## config.mk

```make
export PLATFORM = sky130hd
export DESIGN_NAME = icu_top
export DESIGN_NICKNAME = d
export VERILOG_FILES = /design/src/rtl/icu_pkg.sv /design/src/rtl/icu_ctrl.sv /design/src/rtl/icu_dp.sv /design/src/rtl/icu_top.sv
export SDC_FILE = /design/constraint.sdc
export NUM_CORES = 1
export LEC_CHECK = 0
export ABC_AREA = 1
export BUFFER_PORTS_ARGS = -buffer_cell sky130_fd_sc_hd__buf_2
export CORE_AREA = 5 5 99 73
export CTS_CLUSTER_SIZE = 10
export DETAILED_ROUTE_END_ITERATION = 8
export DIE_AREA = 0 0 104 78
export PLACE_DENSITY_LB_ADDON = 0.12
export SLEW_MARGIN = 0
export SYNTH_ARGS = -nofsm -noshare
export SYNTH_HDL_FRONTEND = slang
export SYNTH_HIERARCHICAL = 1
export SYNTH_SLANG_ARGS = --single-unit
```

## constraint.sdc

```tcl
create_clock -name clk -period 2 [get_ports clk]
set_input_delay 0.3 -clock clk [delete_from_list [all_inputs] [get_ports clk]]
set_output_delay 0.3 -clock clk [all_outputs]
set_load 0.02 [all_outputs]
```

## src/rtl/icu_pkg.sv

```systemverilog
package icu_pkg;

  localparam int CFG_W = 6;
  localparam int B_GIE = 0;
  localparam int B_ENX = 1;
  localparam int B_ENT = 2;
  localparam int B_POL = 3;
  localparam int B_PX  = 4;
  localparam int B_PT  = 5;

  typedef enum logic [1:0] {
    PH_IDLE  = 2'd0,
    PH_ENTRY = 2'd1,
    PH_RET   = 2'd2
  } icu_phase_e;

  typedef struct packed {
    logic acceptHw;
    logic acceptTrap;
    logic acceptRet;
    logic pushLo;
    logic pushHi;
    logic spDrop;
    logic vecLoad;
    logic popHi;
    logic popFinish;
    logic retiSet;
  } icu_strobe_t;

endpackage

```

## src/rtl/icu_ctrl.sv

```systemverilog
module icu_ctrl
  import icu_pkg::*;
#(
  parameter int ENTRY_CYCLES = 7
) (
  input  logic        clk,
  input  logic        rstN,
  input  logic        atBoundary,
  input  logic        retReq,
  input  logic        retSetsGie,
  input  logic        trapPend,
  input  logic        maskReq,
  output icu_strobe_t strobe,
  output logic        seqBusy
);

  localparam int CNT_W = $clog2(ENTRY_CYCLES);
  localparam logic [CNT_W-1:0] LAST_ENTRY = CNT_W'(ENTRY_CYCLES - 1);
  localparam logic [CNT_W-1:0] LAST_RET   = CNT_W'(1);

  icu_phase_e       phase;
  logic [CNT_W-1:0] cnt;
  logic             retIsReti;
  logic             idle;

  always_comb begin
    idle              = (phase == PH_IDLE);
    strobe            = '0;
    strobe.acceptRet  = idle & retReq;
    strobe.acceptTrap = idle & ~retReq & atBoundary & trapPend;
    strobe.acceptHw   = idle & ~retReq & atBoundary & ~trapPend & maskReq;
    strobe.pushLo     = (phase == PH_ENTRY) && (cnt == '0);
    strobe.pushHi     = (phase == PH_ENTRY) && (cnt == CNT_W'(1));
    strobe.spDrop     = (phase == PH_ENTRY) && (cnt == CNT_W'(2));
    strobe.vecLoad    = (phase == PH_ENTRY) && (cnt == LAST_ENTRY);
    strobe.popHi      = (phase == PH_RET) && (cnt == '0);
    strobe.popFinish  = (phase == PH_RET) && (cnt == LAST_RET);
    strobe.retiSet    = strobe.popFinish & retIsReti;
    seqBusy           = ~idle;
  end

  always_ff @(posedge clk or negedge rstN) begin
    if (!rstN) begin
      phase     <= PH_IDLE;
      cnt       <= '0;
      retIsReti <= 1'b0;
    end else begin
      unique case (phase)
        PH_IDLE: begin
          cnt <= '0;
          if (strobe.acceptRet) begin
            phase     <= PH_RET;
            retIsReti <= retSetsGie;
          end else if (strobe.acceptTrap || strobe.acceptHw) begin
            phase <= PH_ENTRY;
          end
        end
        PH_ENTRY: begin
          if (cnt == LAST_ENTRY) begin
            phase <= PH_IDLE;
            cnt   <= '0;
          end else begin
            cnt <= cnt + CNT_W'(1);
          end
        end
        PH_RET: begin
          if (cnt == LAST_RET) begin
            phase <= PH_IDLE;
            cnt   <= '0;
          end else begin
            cnt <= cnt + CNT_W'(1);
          end
        end
        default: begin
          phase <= PH_IDLE;
          cnt   <= '0;
        end
      endcase
    end
  end

endmodule

```

## src/rtl/icu_dp.sv

```systemverilog
module icu_dp
  import icu_pkg::*;
#(
  parameter int PC_W        = 15,
  parameter int D_W         = 8,
  parameter int SYNC_STAGES = 2,
  parameter logic [PC_W-1:0] VECTOR = 15'h00FF
) (
  input  logic              clk,
  input  logic              rstN,
  input  icu_strobe_t       strobe,
  input  logic              cfgWe,
  input  logic [CFG_W-1:0]  cfgWdata,
  output logic [CFG_W-1:0]  cfgQ,
  input  logic              extPin,
  input  logic              timerEvt,
  input  logic              trapReq,
  input  logic [PC_W-1:0]   pcIn,
  input  logic [D_W-1:0]    spIn,
  input  logic [D_W-1:0]    memRdata,
  output logic              trapPend,
  output logic              maskReq,
  output logic              memWe,
  output logic              memRe,
  output logic [D_W-1:0]    memAddr,
  output logic [D_W-1:0]    memWdata,
  output logic              spWe,
  output logic [D_W-1:0]    spWdata,
  output logic              pcWe,
  output logic [PC_W-1:0]   pcWdata
);

  localparam int HI_W = PC_W - D_W;
  localparam int PAD_W = 2 * D_W - PC_W;
  localparam logic [D_W-1:0] ONE = D_W'(1);
  localparam logic [D_W-1:0] TWO = D_W'(2);

  logic             gie, enX, enT, pol, pendX, pendT;
  logic [SYNC_STAGES:0] syncQ;
  logic             edgeHit;
  logic [PC_W-1:0]  pcLat;
  logic [D_W-1:0]   spLat;
  logic [HI_W-1:0]  hiLat;

  // Pin synchroniser plus one history flop for edge detection.
  always_ff @(posedge clk or negedge rstN) begin
    if (!rstN) syncQ <= '0;
    else       syncQ <= {syncQ[SYNC_STAGES-1:0], extPin};
  end

  always_comb begin
    edgeHit = pol ? (~syncQ[SYNC_STAGES-1] &  syncQ[SYNC_STAGES])
                  : ( syncQ[SYNC_STAGES-1] & ~syncQ[SYNC_STAGES]);
  end

  always_ff @(posedge clk or negedge rstN) begin
    if (!rstN) begin
      gie      <= 1'b0;
      enX      <= 1'b0;
      enT      <= 1'b0;
      pol      <= 1'b0;
      pendX    <= 1'b0;
      pendT    <= 1'b0;
      trapPend <= 1'b0;
    end else begin
      if (strobe.acceptHw)     gie <= 1'b0;
      else if (strobe.retiSet) gie <= 1'b1;
      else if (cfgWe)          gie <= cfgWdata[B_GIE];
      if (cfgWe) begin
        enX <= cfgWdata[B_ENX];
        enT <= cfgWdata[B_ENT];
        pol <= cfgWdata[B_POL];
      end
      pendX <= (cfgWe ? cfgWdata[B_PX] : pendX) | edgeHit;
      pendT <= (cfgWe ? cfgWdata[B_PT] : pendT) | timerEvt;
      if (trapReq)                trapPend <= 1'b1;
      else if (strobe.acceptTrap) trapPend <= 1'b0;
    end
  end

  always_ff @(posedge clk or negedge rstN) begin
    if (!rstN) begin
      pcLat <= '0;
      spLat <= '0;
      hiLat <= '0;
    end else begin
      if (strobe.acceptHw || strobe.acceptTrap) pcLat <= pcIn;
      if (strobe.acceptHw || strobe.acceptTrap || strobe.acceptRet) spLat <= spIn;
      if (strobe.popHi) hiLat <= memRdata[HI_W-1:0];
    end
  end

  always_comb begin
    cfgQ          = '0;
    cfgQ[B_GIE]   = gie;
    cfgQ[B_ENX]   = enX;
    cfgQ[B_ENT]   = enT;
    cfgQ[B_POL]   = pol;
    cfgQ[B_PX]    = pendX;
    cfgQ[B_PT]    = pendT;
    maskReq       = gie & ((enX & pendX) | (enT & pendT));

    memWe    = strobe.pushLo | strobe.pushHi;
    memRe    = strobe.popHi | strobe.popFinish;
    memAddr  = spLat;
    memWdata = pcLat[D_W-1:0];
    if (strobe.pushHi) begin
      memAddr  = spLat - ONE;
      memWdata = {{PAD_W{1'b0}}, pcLat[PC_W-1:D_W]};
    end else if (strobe.popHi) begin
      memAddr  = spLat + ONE;
    end else if (strobe.popFinish) begin
      memAddr  = spLat + TWO;
    end

    spWe    = strobe.spDrop | strobe.popFinish;
    spWdata = strobe.spDrop ? (spLat - TWO) : (spLat + TWO);
    pcWe    = strobe.vecLoad | strobe.popFinish;
    pcWdata = strobe.vecLoad ? VECTOR : {hiLat, memRdata};
  end

endmodule

```

## src/rtl/icu_top.sv

```systemverilog
module icu_top
  import icu_pkg::*;
#(
  parameter int PC_W         = 15,
  parameter int D_W          = 8,
  parameter int SYNC_STAGES  = 2,
  parameter int ENTRY_CYCLES = 7,
  parameter logic [PC_W-1:0] VECTOR = 15'h00FF
) (
  input  logic             clk,
  input  logic             rstN,
  input  logic             cfgWe,
  input  logic [5:0]       cfgWdata,
  output logic [5:0]       cfgQ,
  input  logic             extPin,
  input  logic             timerEvt,
  input  logic             trapReq,
  input  logic             retReq,
  input  logic             retSetsGie,
  input  logic             atBoundary,
  input  logic [PC_W-1:0]  pcIn,
  input  logic [D_W-1:0]   spIn,
  output logic             memWe,
  output logic             memRe,
  output logic [D_W-1:0]   memAddr,
  output logic [D_W-1:0]   memWdata,
  input  logic [D_W-1:0]   memRdata,
  output logic             spWe,
  output logic [D_W-1:0]   spWdata,
  output logic             pcWe,
  output logic [PC_W-1:0]  pcWdata,
  output logic             seqBusy
);

  icu_strobe_t strobe;
  logic        trapPend;
  logic        maskReq;

  icu_ctrl #(.ENTRY_CYCLES(ENTRY_CYCLES)) i_ctrl (
    .clk        (clk),
    .rstN       (rstN),
    .atBoundary (atBoundary),
    .retReq     (retReq),
    .retSetsGie (retSetsGie),
    .trapPend   (trapPend),
    .maskReq    (maskReq),
    .strobe     (strobe),
    .seqBusy    (seqBusy)
  );

  icu_dp #(
    .PC_W(PC_W), .D_W(D_W), .SYNC_STAGES(SYNC_STAGES), .VECTOR(VECTOR)
  ) i_dp (
    .clk      (clk),
    .rstN     (rstN),
    .strobe   (strobe),
    .cfgWe    (cfgWe),
    .cfgWdata (cfgWdata),
    .cfgQ     (cfgQ),
    .extPin   (extPin),
    .timerEvt (timerEvt),
    .trapReq  (trapReq),
    .pcIn     (pcIn),
    .spIn     (spIn),
    .memRdata (memRdata),
    .trapPend (trapPend),
    .maskReq  (maskReq),
    .memWe    (memWe),
    .memRe    (memRe),
    .memAddr  (memAddr),
    .memWdata (memWdata),
    .spWe     (spWe),
    .spWdata  (spWdata),
    .pcWe     (pcWe),
    .pcWdata  (pcWdata)
  );

endmodule

```

==> summary.md <==
| Metric | Value |
|---|---|
| Status | finished with violations |
| Failing checks | setup timing |
| Arrival @ worst endpoint | 1.98 ns |
| Row count | 24 |
| Mean area per synthesized cell | 7.66 µm² |
| GRT Residual Overflow | 0 |
| GRT met1 Usage | 27.4% |
| Finished Cell Area | 4460 µm² |
| Die span in y | 78 µm |
| Maximum VDD drop | 0.982 mV |
| Area Growth Syn to Fin | 50.5% |
| Largest net degree at the start of global routing | 23 |
| Synth Area in Simple Gates | 28.7% |
| WHS Path Cells | 1 |
| CP endpoint kind | output pin |
| Met3 usage in global routing | 5.06% |
| Post-route insts no fill | 597 |
| Worst Skew | 0.00969 ns |
| HP Class | input port to flop |
| Slew margin rel. | 66.6% |
| Compound-Gate Fraction of Synth Area | 9.24% |
| Antenna fix cells | 0 |
| Area of the multi-input gates | 1740 µm² |
| ANT nets after route | 0 |
| Register area | 1150 µm² |
| Total Routed Length | 8700 µm |
| HP Start | extPin |
| Mux contribution to synthesized area | 5.32% |
| Remaining DRCs | 0 |
| Met2 usage | 32.0% |
| CP startpoint kind | flop |
| Nets | 573 |
| Share of cells above drive strength 1 | 46.2% |
| Fmax | 0.438 GHz |
| Slew @ Worst Pin | 0.500 ns |
| Initial DRC Count | 153 |
| Syn. warnings | 6 |
| Die Width | 104 µm |
| IO Port Bufs | 95 |
| Final setup viols | 34 |
| Setup TNS | -4.30 ns |
| Post-detail-place hpwl | 6010 µm |
| Die ar. | 8110 µm² |
| Clock sink count | 46 |
| TritonRoute pass-1 iters | 5 |
| CTS root buffer | clkbuf_8 |
| Min Tclk post-route | 2.28 ns |
| Via count | 2980 |
| Worst r2r src | i_ctrl/phase[0] |
| CTS tree | built |
| IO Pins | 96 |
| Reg2reg path depth | 11 |
| Critical setup path kind | flop to output pin |
| Final hold violations | 0 |
| FF+latch count, synth | 46 |
| Avg WL per Cell | 14.6 µm |
| Final WS setup | -0.282 ns |
| Power Density | 1580 nW/µm² |
| Initial antenna violation count | 0 |
| Core footprint | 6130 µm² |
| Max Slew Vio Count | 0 |
| Pleak | 2.27 nW |
| Part of the cycle the worst path needs | 114% |
| Post-synth net total | 442 |
| First-pass GRT wire length | 13600 µm |
| Post-synthesis adder-cell area fraction | 3.80% |
| Initial Utilization | 48.4% |
| Worst Path Max Fanout | 5 |
| Hold_ws | 0.122 ns |
| Synth cell types | 39 |
| GRT Util Overall | 20.2% |
| RD Place Congestion | 0.907 |
| Synth Area in XOR/XNOR | 2.95% |
| Fillcell total | 475 |
| Prevailing post-synth register cell | dfrtp_1 |
| Via density | 4.99 |
| Reg2reg setup slack | 0.06 ns |
| Vias in the first global route | 2879 |
| Post-synthesis sequential area ratio | 38.8% |
| R2r endpoint | i_dp/pcLat[2] |
| Worst skew pair latency | 0.30 ns |
| CP required | 1.70 ns |
| DP Cell Count | 564 |
| Busiest grt layer | met2 |
| Mapped Cells | 387 |
| TritonCTS buffer count | 5 |
| Clk pin slew, worst setup/hold paths | 0.09 ns |
| Placed Instance Area | 3620 µm² |
| Max Cap Violations | 0 |
| EDFF count, synth | 0 |
| RSZ-0062 raised after global routing | true |
| Post-Syn Area | 2970 µm² |
| Largest family of logic cells by synthesized area | simple AND/OR/NAND/NOR gates |
| H-tree depth | 2 |
| Clock Path Buffers | 2 |
| Async SR Flop Fraction | 100% |
| Endpoint, Worst Hold | i_dp/syncQ[0] |
==> synth_stat cells (2+ instances only) <==
cell      number  area [µm²]
or2_2         10        62.6
nor2_2         5        31.3
nand3_2        3        30.0
a21oi_1       11        55.1
nand2_4        2        22.5
mux2_1        14         158
nand2_1      107         402
nor2_1        24        90.1
nor2_4         3        33.8
xnor2_1        3        26.3
inv_1         44         165
nor3_1         3        15.0
nand3_1       17        85.1
buf_2          5        25.0
clkbuf_1       5        18.8
ha_1           9         113
dfrtp_1       46        1150
buf_4          8        60.1
inv_2          8        30.0
o21ai_0       13        65.1
buf_6          2        22.5
o21ai_1       18        90.1
nand2_2        5        31.3
xor2_1         7        61.3
==> area by class of cell <==
type                       count  area share, %
clock inverter                 2          0.841
inverter                      54           4.93
tap                           78           2.19
clock buffer                   6           1.63
multi-input combinational    268           39.0
timing repair buffer         143           25.6
sequential                    46           25.8
==> logic make-up after synthesis <==
group	Yosys count
buffers and inverters	74
xor gates and xnor gates	10
AOI/OAI and AO/OA	50
DFF	46
muxes	14
adders and majority gates	9
and+or+nand+nor	184
==> where the power goes <==
group	switching [mW]	total, mW	internal (mW)
sequential	0.304	1.60	1.29
combinational	2.63	4.77	2.14
clock	0.307	0.680	0.373
total	3.24	7.05	3.80
==> critical path, cell delays in order, from the launching register on <==
cell and delay (ns):
dfrtp_1 0.43, ha_4 0.20, inv_4 0.08, nor3_4 0.05, buf_12 0.14, buf_12 0.12, nor2_4 0.19, nand2_1 0.10
a32oi_2 0.20, buf_4 0.18
==> worst max-delay path by stage <==
stage / startpoint / to / slack (ns) / cells after the start
after CTS: i_ctrl/phase[1] / spWdata[4] / -0.21 / 10
after detailed placement: i_ctrl/phase[1] / spWdata[4] / -0.06 / 9
final: i_ctrl/phase[1] / memAddr[1] / -0.28 / 9
after floorplan: i_ctrl/phase[1] / spWdata[4] / 0.05 / 8
after global placement: i_ctrl/phase[0] / memAddr[4] / 0.01 / 13
after global routing: i_ctrl/phase[1] / memAddr[1] / -0.38 / 9
==> cells in the final DEF, fill, tap and decap left out, types with 2 or more instances in the layout <==
cell type / count
nand2_1: 101
buf_2: 57
dfrtp_1: 44
buf_4: 42
buf_6: 38
inv_1: 34
o21ai_1: 17
nor2_1: 15
nand3_1: 15
inv_2: 14
nor2_4: 11
o21ai_0: 11
or2_4: 10
nand2_2: 9
a21oi_1: 8
mux2_1: 8
nor2_2: 7
xor2_1: 7
mux2_4: 6
clkbuf_8: 5
nand3_2: 5
inv_4: 5
ha_1: 5
buf_12: 4
nand2_4: 3
xnor2_1: 3
a21oi_2: 3
nor3_4: 2
ha_2: 2
ha_4: 2
dfrtp_2: 2
o21ai_2: 2
==> layer usage <==
| metal | routed length, µm | vias to the layer above | part of all wire [%] |
|---|---|---|---|
| met1 | 3930 | 1391 | 45 |
| met5 | 0 | - | 0 |
| met4 | 114 | 0 | 1.3 |
| met2 | 4070 | 115 | 47 |
| li1 | - | 1462 | - |
| met3 | 585 | 12 | 6.7 |
==> timing repair <==
| item | in CTS | in global routing |
|---|---|---|
| hold buffers | 1 | 0 |
| resized for setup | 61 | 100 |
| endpoints found under the setup margin | 41 | 61 |
| cloned | 0 | 2 |
| buffers inserted | 15 | 8 |
| hold endpoints to repair | 20 | 0 |
| pin swaps | 13 | 29 |
==> per-stage QoR <==
stage | worst slack [ns] | power [mW] | utilization (%)
finish | -0.282 | 7.05 | 72.9
global route | -0.382 | 7.52 | 72.9
CTS | -0.205 | 6.31 | 65.8
detailed placement | -0.0592 | 5.11 | 59.0
global placement | 0.0113 | 5.04 | 59.0
floorplan | 0.0496 | 3.97 | -
==> flip-flops by register name (all words and copies together) (netlist names), 2 cells and up <==
signal        flops
i_dp/syncQ        3
i_dp/hiLat        7
i_dp/pcLat       15
i_ctrl/phase      2
i_ctrl/cnt        3
i_dp/spLat        8
Power figures use the tool's default switching activity.
